==> src/rtl/txo_pkg.sv <==
`timescale 1ns/1ps
package txo_pkg;
  typedef enum logic [2:0] {
    S_OFF, S_WAKE, S_PRE, S_IDLE, S_START, S_DATA, S_STOP, S_DRAIN
  } tx_state_e;
endpackage

==> src/rtl/txo_baud_gen.sv <==
`timescale 1ns/1ps
module txo_baud_gen #(
  parameter int DIV_W      = 16,
  parameter int DIV_MIN    = 8,
  parameter int DIV_MAX    = 65527,
  parameter int SLOW_LIMIT = 16,
  parameter int SLOW_SHIFT = 12
) (
  input  logic             clk,
  input  logic             rst_n,
  input  logic             run_req,
  input  logic             restart,
  input  logic [DIV_W-1:0] div,
  output logic             div_ok,
  output logic             tick,
  output logic             half_tick
);
  localparam int PER_W = DIV_W + SLOW_SHIFT;

  logic [PER_W-1:0] period;
  logic [PER_W-1:0] cnt;
  logic             run;

  // Divisors below SLOW_LIMIT have a zero mantissa and stretch to a very long period
  always_comb begin
    div_ok = (div >= DIV_W'(DIV_MIN)) && (div <= DIV_W'(DIV_MAX));
    if (div < DIV_W'(SLOW_LIMIT)) period = PER_W'(div) << SLOW_SHIFT;
    else                           period = PER_W'(div);
    run       = run_req && div_ok;
    tick      = run && (cnt >= period - PER_W'(1));
    half_tick = run && (cnt == (period >> 1) - PER_W'(1));
  end

  always_ff @(posedge clk) begin
    if (!rst_n)                         cnt <= '0;
    else if (!run || restart || tick)   cnt <= '0;
    else                                cnt <= cnt + PER_W'(1);
  end

  // the counter wraps to zero after every bit boundary
  a_r2_wrap: assert property (@(posedge clk) disable iff (!rst_n)
    tick |=> (cnt == '0));
endmodule

==> src/rtl/txo_hold_status.sv <==
`timescale 1ns/1ps
module txo_hold_status #(
  parameter int DATA_W = 8
) (
  input  logic              clk,
  input  logic              rst_n,
  input  logic              active,
  input  logic              wr_valid,
  input  logic [DATA_W-1:0] wr_data,
  input  logic              load,
  input  logic              stat_rd,
  input  logic              frame_end,
  output logic              wr_ready,
  output logic              hold_full,
  output logic [DATA_W-1:0] hold_data,
  output logic              tx_done
);
  logic accept;
  logic armed;

  assign wr_ready = active && !hold_full;
  assign accept   = wr_valid && wr_ready;

  always_ff @(posedge clk) begin
    if (!rst_n) begin
      hold_full <= 1'b0;
      hold_data <= '0;
    end else if (accept) begin
      hold_full <= 1'b1;
      hold_data <= wr_data;
    end else if (load) begin
      hold_full <= 1'b0;
    end
  end

  // Complete flag: a read seen while set arms the clear, and the next accepted byte clears it
  always_ff @(posedge clk) begin
    if (!rst_n) begin
      tx_done <= 1'b0;
      armed   <= 1'b0;
    end else if (frame_end) begin
      tx_done <= 1'b1;
      armed   <= 1'b0;
    end else if (accept && armed) begin
      tx_done <= 1'b0;
      armed   <= 1'b0;
    end else if (stat_rd && tx_done) begin
      armed   <= 1'b1;
    end
  end

  // the holding register only empties into the shifter
  a_r9_hold_empties_on_load: assert property (@(posedge clk) disable iff (!rst_n)
    $fell(hold_full) |-> $past(load));
  // the complete flag only rises at a frame end
  a_r10_done_from_frame_end: assert property (@(posedge clk) disable iff (!rst_n)
    $rose(tx_done) |-> $past(frame_end));
endmodule

==> src/rtl/txo_frame_fsm.sv <==
`timescale 1ns/1ps
module txo_frame_fsm
  import txo_pkg::*;
#(
  parameter int DATA_W = 8
) (
  input  logic              clk,
  input  logic              rst_n,
  input  logic              unit_en,
  input  logic              active,
  input  logic              tick,
  input  logic              half_tick,
  input  logic              hold_full,
  input  logic [DATA_W-1:0] hold_data,
  output logic              load,
  output logic              restart,
  output logic              frame_end,
  output logic              txd,
  output logic              txd_oe
);
  localparam int PRE_BITS = DATA_W + 2;
  localparam int BITS_W   = $clog2(PRE_BITS);

  tx_state_e         state, nstate;
  logic              noe;
  logic [DATA_W-1:0] shift, nshift;
  logic [BITS_W-1:0] bits, nbits;

  always_comb begin
    nstate    = state;
    noe       = txd_oe;
    nshift    = shift;
    nbits     = bits;
    load      = 1'b0;
    restart   = 1'b0;
    frame_end = 1'b0;
    if (!unit_en) begin
      nstate = S_OFF;
      noe    = 1'b0;
    end else begin
      unique case (state)
        S_OFF:   if (active) nstate = S_WAKE;
        S_WAKE: begin
          if (!active) nstate = S_OFF;
          else if (tick) begin
            noe    = 1'b1;
            nstate = S_PRE;
            nbits  = '0;
          end
        end
        S_PRE: begin
          if (!active) begin
            nstate  = S_DRAIN;
            restart = 1'b1;
          end else if (tick) begin
            if (bits == BITS_W'(PRE_BITS - 1)) begin
              if (hold_full) begin
                load   = 1'b1;
                nshift = hold_data;
                nstate = S_START;
              end else begin
                nstate = S_IDLE;
              end
            end else begin
              nbits = bits + BITS_W'(1);
            end
          end
        end
        S_IDLE: begin
          if (!active) begin
            nstate  = S_DRAIN;
            restart = 1'b1;
          end else if (hold_full) begin
            load    = 1'b1;
            restart = 1'b1;
            nshift  = hold_data;
            nstate  = S_START;
          end
        end
        S_START: if (tick) begin
          nstate = S_DATA;
          nbits  = '0;
        end
        S_DATA: if (tick) begin
          nshift = shift >> 1;
          if (bits == BITS_W'(DATA_W - 1)) nstate = S_STOP;
          else                             nbits  = bits + BITS_W'(1);
        end
        S_STOP: if (tick) begin
          if (active && hold_full) begin
            load   = 1'b1;
            nshift = hold_data;
            nstate = S_START;
          end else begin
            frame_end = 1'b1;
            if (active) nstate = S_IDLE;
            else begin
              nstate  = S_DRAIN;
              restart = 1'b1;
            end
          end
        end
        S_DRAIN: if (half_tick) begin
          noe    = 1'b0;
          nstate = S_OFF;
        end
        default: nstate = S_OFF;
      endcase
    end
  end

  always_ff @(posedge clk) begin
    if (!rst_n) begin
      state  <= S_OFF;
      txd_oe <= 1'b0;
      shift  <= '0;
      bits   <= '0;
    end else begin
      state  <= nstate;
      txd_oe <= noe;
      shift  <= nshift;
      bits   <= nbits;
    end
  end

  always_comb begin
    if (!txd_oe)                txd = 1'b1;
    else if (state == S_START)  txd = 1'b0;
    else if (state == S_DATA)   txd = shift[0];
    else                        txd = 1'b1;
  end

  // drive turns on only at a bit boundary
  a_r3_oe_on_tick: assert property (@(posedge clk) disable iff (!rst_n)
    $rose(txd_oe) |-> $past(tick));
  // with the unit still on, drive releases only at a mid-bit event
  a_r6_oe_off_half: assert property (@(posedge clk) disable iff (!rst_n)
    ($fell(txd_oe) && $past(unit_en)) |-> $past(half_tick));
  // unit enable low removes drive
  a_r1_unit_off: assert property (@(posedge clk) disable iff (!rst_n)
    !unit_en |=> !txd_oe);
endmodule

==> src/rtl/txo_uart_tx.sv <==
`timescale 1ns/1ps
module txo_uart_tx #(
  parameter int DIV_W      = 16,
  parameter int DATA_W     = 8,
  parameter int DIV_MIN    = 8,
  parameter int DIV_MAX    = 65527,
  parameter int SLOW_LIMIT = 16,
  parameter int SLOW_SHIFT = 12
) (
  input  logic              clk,
  input  logic              rst_n,
  input  logic              unit_en,
  input  logic              tx_en,
  input  logic [DIV_W-1:0]  baud_div,
  input  logic              wr_valid,
  output logic              wr_ready,
  input  logic [DATA_W-1:0] wr_data,
  input  logic              stat_rd,
  output logic              txd,
  output logic              txd_oe,
  output logic              tx_empty,
  output logic              tx_done
);
  logic              active;
  logic              div_ok, tick, half_tick, restart;
  logic              load, frame_end, hold_full;
  logic [DATA_W-1:0] hold_data;

  assign active   = unit_en && tx_en;
  assign tx_empty = !hold_full;

  txo_baud_gen #(
    .DIV_W(DIV_W), .DIV_MIN(DIV_MIN), .DIV_MAX(DIV_MAX),
    .SLOW_LIMIT(SLOW_LIMIT), .SLOW_SHIFT(SLOW_SHIFT)
  ) u_baud (
    .clk(clk), .rst_n(rst_n),
    .run_req(unit_en && (active || txd_oe)),
    .restart(restart), .div(baud_div),
    .div_ok(div_ok), .tick(tick), .half_tick(half_tick)
  );

  txo_hold_status #(.DATA_W(DATA_W)) u_hold (
    .clk(clk), .rst_n(rst_n), .active(active),
    .wr_valid(wr_valid), .wr_data(wr_data),
    .load(load), .stat_rd(stat_rd), .frame_end(frame_end),
    .wr_ready(wr_ready), .hold_full(hold_full),
    .hold_data(hold_data), .tx_done(tx_done)
  );

  txo_frame_fsm #(.DATA_W(DATA_W)) u_fsm (
    .clk(clk), .rst_n(rst_n), .unit_en(unit_en), .active(active),
    .tick(tick), .half_tick(half_tick),
    .hold_full(hold_full), .hold_data(hold_data),
    .load(load), .restart(restart), .frame_end(frame_end),
    .txd(txd), .txd_oe(txd_oe)
  );

  // an unusable divisor freezes the pad drive while the unit is on
  a_r7_r8_bad_div_frozen: assert property (@(posedge clk) disable iff (!rst_n)
    (unit_en && !div_ok) |=> $stable(txd_oe));
endmodule

==> config.mk <==
export PLATFORM = sky130hd
export DESIGN_NAME = txo_uart_tx
export DESIGN_NICKNAME = d
export VERILOG_FILES = /design/src/rtl/txo_pkg.sv /design/src/rtl/txo_baud_gen.sv /design/src/rtl/txo_hold_status.sv /design/src/rtl/txo_frame_fsm.sv /design/src/rtl/txo_uart_tx.sv
export SDC_FILE = /design/constraint.sdc
export NUM_CORES = 1
export LEC_CHECK = 0
export ABC_CLOCK_PERIOD_IN_PS = 7800
export BUFFER_PORTS_ARGS = -buffer_cell sky130_fd_sc_hd__buf_2
export CORE_UTILIZATION = 58
export CTS_CLUSTER_DIAMETER = 40
export DETAILED_ROUTE_END_ITERATION = 16
export PLACE_DENSITY = 0.77
export SYNTH_ARGS = -nofsm -noshare
export SYNTH_HDL_FRONTEND = slang
export SYNTH_SLANG_ARGS = --single-unit
==> constraint.sdc <==
create_clock -name clk -period 7.8 [get_ports clk]
set_clock_uncertainty 0.05 [all_clocks]
set_input_delay 0.39 -clock clk [delete_from_list [all_inputs] [get_ports clk]]
set_output_delay 0.39 -clock clk [all_outputs]
set_load 0.02 [all_outputs]
# After elaboration in Yosys (flattened, before gate mapping)
# Cells that the tools add are included.
[op_classes] add_sub_neg=4 order_cmp=4 eq_ne=29 mux=65 bitwise=1 reduce_logical=29
[ops] op="8-bit two-way mux" count=8
[ops] op="3-bit two-way mux" count=16
[ops] op="8-bit case mux with 4 select lines" count=1
[ops] op="28-bit by 1-bit adder with 28-bit output, second input constant" count=1
[ops] op="28-bit equality test" count=1
[ops] op="28-bit greater-or-equal comparator" count=1
[ops] op="28-bit two-way mux" count=1
[ops] op="4-bit two-way mux" count=7
[ops] op="27-bit by 1-bit subtractor with 28-bit output, second input constant" count=1
[ops] op="28-bit by 1-bit subtractor with 28-bit output, second input constant" count=1
[ops] op="1-bit two-way mux" count=27
[ops] op="2-bit != test, second input constant" count=12
[ops] op="3-bit case mux with 8 select lines" count=1
[ops] op="16-bit by 4-bit greater-or-equal comparator with 1-bit output, second input constant" count=1
[ops] op="16-bit <= comparator, second input constant" count=1
[ops] op="16-bit by 5-bit < comparator with 1-bit output, second input constant" count=1
[ops] op="4-bit case mux with 4 select lines" count=1
[ops] op="3-bit equality test, second input constant" count=4
[ops] op="1-bit logical AND" count=11
[ops] op="10-bit AND reduction" count=1
[ops] op="3-bit != test, second input constant" count=3
[ops] op="9-bit AND reduction" count=1
[ops] op="8-bit AND reduction" count=1
[ops] op="4-bit nonzero test" count=2
[ops] op="other kinds (18)" count=27
[totals] regBits=55 in_bits=30 out_inout_bits=5 word_cells=141

# Logic depth before layout (Yosys ltp)
# Gate-level depths: netlist of the first run.
[depth] word_depth=11 depth_mapped=20 mapped_depth_nobuf=18

# Modules after synthesis
# Synthesis of the first run repeated with hierarchy kept, for this count alone.
[hier_totals] cells_unflattened=587 hier_area_um2=4878.4
[by_module_without_submodules] mod="txo_baud_gen" n_inst=1 cells_per_inst=386 area_per_inst_um2=3155.5 seq_area_each_um2=560.5
[by_module_without_submodules] mod="txo_frame_fsm" n_inst=1 cells_per_inst=150 area_per_inst_um2=1244.9 seq_area_each_um2=320.3
[by_module_without_submodules] mod="txo_hold_status" n_inst=1 cells_per_inst=48 area_per_inst_um2=459.2 seq_area_each_um2=220.2
[by_module_without_submodules] mod="txo_uart_tx" n_inst=1 cells_per_inst=3 area_per_inst_um2=18.8 seq_area_each_um2=0.0

# Worst setup path before layout of the first run
# Ideal clock, no wire load.
[synth_timing] path_kind="input port to flip-flop" from="in baud_div[14]" to="reg u_fsm.bits[2]" setup_time_ns=0.070 arrival_ns=4.940 required_ns=7.680 setup_slack_ns=2.740 stages=19 path_buffers=1 cell_sequence="buf_2 -> nor4_4 -> nand4_4 -> nand2_1 -> ha_1 -> nand2b_1 -> or4_1 -> nor3_1 -> nand2_1 -> xnor2_1 -> ha_1 -> nand3_1 -> or4_1 -> o21ai_0 -> o41a_1 -> o21a_1 -> o21ai_1 -> or4b_2 -> a21oi_1"
[synth_via] elab_chain_len=8 word_cells_on_any_way=15 classes_between="add/sub: 1; order compare: 4; eq/ne: 2; mux: 4; reduce/logical: 4"
[synth_lines] item="start, declared" line="txo_uart_tx.sv:14" text="input logic [DIV_W-1:0] baud_div,"
[synth_lines] item="16-bit by 5-bit < comparator with 1-bit output" line="txo_baud_gen.sv:27" text="if (div < DIV_W'(SLOW_LIMIT)) period = PER_W'(div) << SLOW_SHIFT;"
[synth_lines] item="28-bit two-way mux" line="txo_baud_gen.sv:27"
[synth_lines] item="28-bit by 1-bit subtractor with 28-bit output" line="txo_baud_gen.sv:30" text="tick = run && (cnt >= period - PER_W'(1));"
[synth_lines] item="28-bit greater-or-equal comparator" line="txo_baud_gen.sv:30"
[synth_lines] item="1-bit logical AND *" line="txo_baud_gen.sv:30"
[synth_lines] item="4-bit two-way mux (2 in a row)"
[synth_lines] item="4-bit case mux with 4 select lines"
[synth_lines] item="end signal, assigned" line="txo_frame_fsm.sv:122" text="bits <= nbits;"
[synth_lines] item="end, declared" line="txo_frame_fsm.sv:27" text="logic [BITS_W-1:0] bits, nbits;"
# Mark *: on every way between the ends. The rest lies on a longest branch, timed or not. The select of a mux whose other input is x is not followed.
# A chain may end at the register's enable or synchronous reset.

# Worst setup path in the final report of the first run
[layout_timing] from="in baud_div[5]" to="reg u_fsm.shift[1]"
[layout_via] elab_chain_len=7 word_cells_on_any_way=13 classes_between="add/sub: 1; order compare: 4; eq/ne: 3; mux: 1; reduce/logical: 4"
[layout_lines] item="16-bit by 5-bit < comparator with 1-bit output" line="txo_baud_gen.sv:27"
[layout_lines] item="28-bit two-way mux" line="txo_baud_gen.sv:27"
[layout_lines] item="28-bit by 1-bit subtractor with 28-bit output" line="txo_baud_gen.sv:30"
[layout_lines] item="28-bit greater-or-equal comparator" line="txo_baud_gen.sv:30"
[layout_lines] item="1-bit logical AND *" line="txo_baud_gen.sv:30"
[layout_lines] item="2-bit != test (no line)"
[layout_lines] item="9-bit AND reduction (no line) *"
[layout_lines] item="end signal, assigned" line="txo_frame_fsm.sv:121" text="shift <= nshift;"
[layout_lines] item="end, declared" line="txo_frame_fsm.sv:26" text="logic [DATA_W-1:0] shift, nshift;"
# Mark *: on every way between the ends. The rest lies on a longest branch, timed or not.

==> summary.txt, run 1 <==
Outcome
  – Outcome: completed

Logic synthesis
  – Synth Register Bits: 55
  – Yosys warns: 0
  – Cell variety after synth: 62
  – Async set or reset register ratio after synthesis: 0%
  – Synth top area share: 24.4%
  – Top FF cell, synth: dfxtp_1
  – Post-Synthesis Cells: around 600
  – Ranking of synthesized cells by area: dfxtp_1 24%, ha_1 9.4%, nand2_1 5.8%, nor2_1 5.7%, xor2_1 5.2%
  – Post-synth EDFFs: 0
  – Yosys top cell by area: dfxtp_1
  – Synthesized area per cell: between 7 and 8 µm²
  – Synth Cell Area: around 4500 µm²
  – Syn nets: 660
  – Register area share after synthesis: approximately 24%

Setup path
  – Critical path class: in -> reg
  – Worst setup EP type: flip-flop
  – CP startpoint kind: input pin
  – Worst r2r src: u_baud.cnt[8]
  – Worst Path Max Fanout: 15
  – R2R Path End: u_fsm.shift[1]
  – Critical Path AT: between 6 and 7 ns
  – Worst path required time: approximately 8 ns
  – R2r worst-path depth: 9
  – Reg2reg setup slack: between 4 and 5 ns

Timing
  – Final TNS setup: 0 ns
  – Least-Margin Pin Slew: a little over 1 ns
  – Fin crit share: roughly 76%
  – Slew Viols, Final: 0
  – Final hold vios: 0
  – Max_slew headroom: about a third
  – RSZ-0062 raised after global routing: false
  – Max frequency: around 170 MHz
  – Setup-failing EPs final: 0
  – Final Critical Period: a little under 6 ns

Floorplan
  – Die Area: approximately 8100 µm²
  – IO Pins: 35
  – Die Height: between 90 and 100 µm
  – Core area: 7370 µm²
  – Initial Utilization: 61.2%
  – Die W: around 90 µm
  – Rows: 31

Detailed routing
  – DR vias/cell: 6.34
  – TritonRoute pass-1 iters: 5
  – WL final: between 10 and 15 mm
  – Post-DR wirelength/cell: 17.0 µm
  – Post-route DRC: 0
  – Via count: approximately 4500
  – Routed Antenna Nets: 0
  – 1st-iter DRT viols: between 300 and 400

CTS
  – Clock buffer count from CTS: 5
  – Clock slew at reported path FFs: 0.11 ns
  – H-Tree Depth: 2
  – Hold buffer count at cts: 0
  – Cts repair resizes: 0
  – Clk sinks: 55
  – Skew-Pair Late Insertion Delay: roughly 0.32 ns
  – CTS tree: done
  – Setup repair bufs after CTS: 0
  – Clock Tree Buf Depth: 2
  – CTS root buffer: clkbuf_8

Global route
  – Met1 Track Usage GR: between 30% and 40%
  – First-pass GRT wire length: about 20 mm
  – Vias in the first global route: roughly 4200
  – M2 GR Usage: between 50% and 60%
  – Routing usage on met3: under 10%
  – Initial antenna violation count: 0
  – Largest net degree at the start of global routing: 29
  – Remaining global-route overflow: 0
  – GRT Total Usage: between 30% and 40%
  – GRT Max-Usage Layer: met2

Final layout
  – Share of cells above drive strength 1: under 10%
  – Post-Route Utilization: ~65%
  – # nets final: between 600 and 700
  – Fill count: 671
  – ANT cells: 0
  – Layout area overhead: 6.05%
  – Multi-input gate area: roughly 3200 µm²
  – Sequential Area: approximately 1100 µm²

Place
  – IO Port Bufs: 34
  – Gpl congestion: between 0.9 and 1
  – HPWL after DPL: just over 9 mm

Pwr
  – PwrDens: between 100 and 150 nW/µm²
  – P_leak: 0.00176 µW
  – Worst vdd ir: about 0.000077 V

Min path
  – Hold Crit Start: wr_data[5]
  – Min-Delay Path Class: in -> reg
  – WHS Path Cells: 3
  – Min-Delay Endpoint: u_hold.hold_data[5]

Run
  – Maxcap violations: 0
## cells in the mapped netlist (3+ instances only)
cell and instances:
mux2i_1 11, a2111oi_0 4, or4_1 9, xnor2_1 24, o211ai_1 5, nand2_1 70, o2111ai_1 4, nand2b_1 3
nand3_1 35, o21ai_0 22, a41oi_1 5, or2_2 3, nor4_1 9, nor2_1 68, a21oi_1 43, buf_2 6
inv_1 8, xor2_1 27, ha_1 34, dfxtp_1 55, nor3b_1 4, o21ai_1 4, nand3b_1 3, nand4_1 17
or3_1 12, a21o_1 4, and3_1 9, nor3_1 9, a211oi_1 10, and4_1 4, o21a_1 5, nor2b_1 5
clkbuf_1 24
## where the power goes
| group | switching, µW | internal, µW | leakage, µW |
|---|---|---|---|
| Combinational | 50.4 | 26.9 | 0.00126 |
| Clock | 110 | 68.5 | 0.0000519 |
| Sequential | 3.19 | 283 | 0.000444 |
## metal layers
metal  share of wire [%]  up-vias
met5                   0        -
met4                 2.7        0
met3                 6.1       34
met2                  47      182
met1                  44     2049
li1                    -     2213
## cells by family (layout without fill, tap and decap cells)
| kind of cell | Yosys count | after routing | synth area share (%) |
|---|---|---|---|
| DFF | 55 | 55 | 24.4 |
| and+or+nand+nor | 273 | 273 | 31.2 |
| adders and majority gates | 34 | 34 | 9.44 |
| AOI/OAI and AO/OA | 129 | 129 | 18.7 |
| muxes | 11 | 11 | 2.44 |
| buffers and inverters | 43 | 54 | 3.91 |
| xor gates and xnor gates | 51 | 51 | 9.91 |
## state kept, by name (all words and copies together) (netlist names)
register,flops
u_fsm.txd_oe,1
u_hold.hold_data,8
u_fsm.shift,8
u_hold.hold_full,1
u_fsm.state,3
u_baud.cnt,28
u_fsm.bits,4
u_hold.tx_done,1
u_hold.armed,1
## area by class of cell
| type | count | share of cell area, % |
|---|---|---|
| clock buffers | 5 | 1.44 |
| multi-input cells | 498 | 67.6 |
| well taps | 99 | 2.59 |
| clock inverters | 3 | 0.707 |
| flip-flops and latches | 55 | 23.0 |
| inverters | 10 | 0.785 |
| repair buffers | 36 | 3.87 |
## how the worst max path moves through the flow
stage                     cells after the start         start        endpoint  slack [ns]
after floorplan                              19  baud_div[14]   u_fsm.bits[2]        2.74
after global placement                       19   baud_div[5]   u_fsm.bits[2]        1.90
after detailed placement                     19   baud_div[5]  u_fsm.shift[1]        1.63
after CTS                                    19   baud_div[5]  u_fsm.shift[1]        1.98
after global routing                         19   baud_div[5]  u_fsm.shift[1]        1.32
final                                        19   baud_div[5]  u_fsm.shift[1]        1.86
## worst max-delay path: stages
cell      delay [ns]
buf_2           0.16
nor2_1          0.59
nand4_4         0.26
nand2_1         0.35
ha_1            0.52
nand2b_1        0.19
or4_1           0.55
nor3_1          0.26
nand2_1         0.10
xnor2_1         0.14
ha_1            0.32
nand3_1         0.09
or4_1           0.45
a211oi_1        0.22
o41a_1          0.20
o21ai_0         0.10
a21oi_1         0.83
nor2_1          0.12
a211oi_1        0.28
## stage by stage
step / instances / total power (µW) / instance area (µm²) / hold WS [ns] / setup slack [ns]
after floorplan: 596 / 345 / 4510 / 0.386 / 2.74
after global placement: 698 / 367 / 4680 / 0.395 / 1.90
after detailed placement: 698 / 368 / 4680 / 0.397 / 1.63
after CTS: 706 / 546 / 4780 / 0.236 / 1.98
after global routing: 706 / 569 / 4780 / 0.237 / 1.32
final: 706 / 542 / 4780 / 0.241 / 1.86
## cell usage in the layout, fill, tap and decap left out, types with 8 or more instances in the layout
cell type / instances
nand2_1: 70
nor2_1: 68
dfxtp_1: 55
a21oi_1: 43
nand3_1: 35
ha_1: 34
buf_2: 34
xor2_1: 27
xnor2_1: 24
o21ai_0: 22
nand4_1: 17
or3_1: 12
mux2i_1: 11
a211oi_1: 10
or4_1: 9
nor4_1: 9
nor3_1: 9
and3_1: 9
inv_1: 8
No activity file was read; power rests on OpenSTA's default activity.
==> inputs of run 2 (changes only) <==
ABC_CLOCK_PERIOD_IN_PS = 5700   (was 7800)
clock period = 5.7 ns   (was 7.8 ns; I/O delays follow)
==> summary.txt, run 2 (synthesis results as in run 1) <==
Pwr
  – Final Power: 750 µW (+38%)
  – Switching Fraction: 30.8% (+0.59 points)
  – Worst vdd ir: 0.000132 V (+70%)
  – Clk pwr share: 33.4% (+0.4 points)
  – Sequential Power Share: 52.2% (-0.5 points)
  – Internal power: 519 µW (+37%)
  – Comb pwr share: 14.5% (+0.2 points)
  – Switching power total: 231 µW (+41%)
  – PwrDens: 155 nW/µm² (+37%)
  – P_leak: 0.00179 µW (+2.1%)

Global route
  – GRT Total Usage: 30.5% (about the same)
  – Largest net degree at the start of global routing: 29 (unchanged)
  – Initial antenna violation count: 0 (unchanged)
  – First-pass GRT wire length: 20.4 mm (-0.13%)
  – Vias in the first global route: 4287 (+1.1%)
  – Remaining global-route overflow: 0 (unchanged)

Floorplan
  – Core area: 7370 µm² (unchanged)
  – Initial Utilization: 61.2% (unchanged)
  – Die W: 90.2 µm (unchanged)
  – Die Height: 90.2 µm (unchanged)
  – Die Area: 8130 µm² (unchanged)
  – IO Pins: 35 (unchanged)
  – Rows: 31 (unchanged)

CTS
  – Clock Tree Buf Depth: 2 (unchanged)
  – Hold buffer count at cts: 0 (unchanged)
  – Clock slew at reported path FFs: 0.12 ns (about the same)
  – Skew-Pair Late Insertion Delay: 0.33 ns (about the same)
  – Clk sinks: 55 (unchanged)
  – Clock buffer count from CTS: 5 (unchanged)
  – Setup repair bufs after CTS: 0 (unchanged)
  – H-Tree Depth: 2 (unchanged)
  – CTS tree: done
  – CTS root buffer: clkbuf_8
  – Cts repair resizes: 0 (unchanged)

Final layout
  – Commonest non-fill, non-tap cell in the layout: nand2_1
  – Most frequent cells in the layout: 70 x nand2_1, 68 x nor2_1, 55 x dfxtp_1
  – # nets final: 677 (+1.0%)
  – Biggest register: u_baud.cnt
  – ANT cells: 0 (unchanged)
  – Layout area overhead: 7.22%
  – Share of cells above drive strength 1: 9.93% (+1.0 points)
  – Largest register FFs: 28 (unchanged)
  – Regs by FF count: u_baud.cnt: 28 flops, u_fsm.shift: 8 flops, u_hold.hold_data: 8 flops

Setup path
  – Critical Path AT: 5.39 ns (-0.73 ns)
  – Worst path required time: 5.91 ns (-2.07 ns)
  – Worst setup EP type: flip-flop
  – Reg2reg setup slack: 2.34 ns (-2.09 ns)
  – CP startpoint kind: input pin
  – Crit path to: u_fsm.bits[2]
  – R2r worst-path depth: 9 (unchanged)
  – R2R Path End: u_fsm.bits[2]
  – Critical path class: in -> reg
  – Worst Setup SP: baud_div[9]
  – Worst r2r src: u_baud.cnt[8]
  – Worst Path Max Fanout: 10 (-5)

Timing
  – RSZ-0062 raised after global routing: false
  – Fin crit share: between 90 and 100%
  – Final TNS setup: 0 ns (unchanged)
  – Max frequency: 193 MHz
  – Max_slew headroom: 35.6% (+3.7 points)
  – Setup-failing EPs final: 0 (unchanged)
  – Final hold vios: 0 (unchanged)
  – Final Critical Period: about 5.2 ns
  – Least-Margin Pin Slew: 0.966 ns (-0.0556 ns)
  – Slew Viols, Final: 0 (unchanged)

Place
  – Gpl congestion: 0.937 (+1.2%)
  – HPWL after DPL: 9.00 mm (-0.73%)
  – IO Port Bufs: 34 (unchanged)

Detailed routing
  – 1st-iter DRT viols: 249 (-37%)
  – WL final: 11.9 mm (-0.48%)
  – Via count: 4565 (+1.9%)
  – Post-route DRC: 0 (unchanged)
  – TritonRoute pass-1 iters: 5 (unchanged)
  – DR vias/cell: 6.40 (+0.94%)
  – Routed Antenna Nets: 0 (unchanged)
  – Post-DR wirelength/cell: 16.7 µm (-1.5%)

Outcome
  – Outcome: completed

Min path
  – Min-Delay Path Class: in -> reg

Run
  – Maxcap violations: 0 (unchanged)
run 2: changes by cell type in the layout (fill, tap and decap cells not counted):
| cell | change |
|---|---|
| clkinv_4 | +1 |
| inv_6 | -1 |
| buf_4 | +7 |
run 2: through the flow:
step	instances	hold slack (ns)	area (µm²)	util (%)	setup WS [ns]
floorplan	596	0.371	4510	-	0.745
global route	713	0.118	4830	65.6	0.176
detailed placement	705	0.397	4730	64.2	0.269
CTS	713	0.122	4830	65.6	0.597
finish	713	0.126	4830	65.6	0.515
global placement	705	0.393	4730	64.2	0.367
run 2: power groups by stage:
| stage | clock [µW] | combinational, µW | sequential (µW) |
|---|---|---|---|
| floorplan | 0 | 74.6 | 398 |
| global placement | 0 | 105 | 400 |
| detailed placement | 0 | 106 | 400 |
| CTS | 254 | 107 | 391 |
| global route | 271 | 120 | 392 |
| finish | 250 | 109 | 391 |
run 2: worst min path at each step:
stage | startpoint | to | slack, ns | cells after the start
finish | wr_data[3] | u_hold.hold_data[3] | 0.13 | 3
global route | wr_data[1] | u_hold.hold_data[1] | 0.12 | 3
CTS | wr_data[0] | u_hold.hold_data[0] | 0.12 | 3
detailed placement | u_hold.hold_data[7] | u_hold.hold_data[7] | 0.40 | 2
global placement | u_hold.hold_data[4] | u_hold.hold_data[4] | 0.39 | 2
floorplan | wr_data[0] | u_hold.hold_data[0] | 0.37 | 2
run 2: area by class of cell:
type                    instances  area [µm²]
repair buffers                 43         238
multi-input cells             498        3230
flip-flops and latches         55        1100
clock buffers                   5        68.8
clock inverters                 3        33.8
fillers                       662        2540
well taps                      99         124
inverters                      10        37.5
run 2: worst max-delay path: stages:
cell and delay, ns:
buf_2 0.16, nor4_2 0.41, nand4_4 0.22, nand2_1 0.17, ha_1 0.37, nand2b_1 0.15
or4_1 0.53, nor3_1 0.24, nand2_1 0.11, xnor2_1 0.14, ha_1 0.31, nand3_1 0.08
or4_1 0.46, a211oi_1 0.23, o41a_1 0.20, o21a_1 0.27, o21ai_1 0.23, or4b_2 0.65
a21oi_1 0.15
run 2: layer usage:
metal  track usage, %  part of all wire, %
met1             40.0                   45
met2             51.2                   46
met3             4.91                  6.8
met4             9.41                  2.1
met5                0                    0
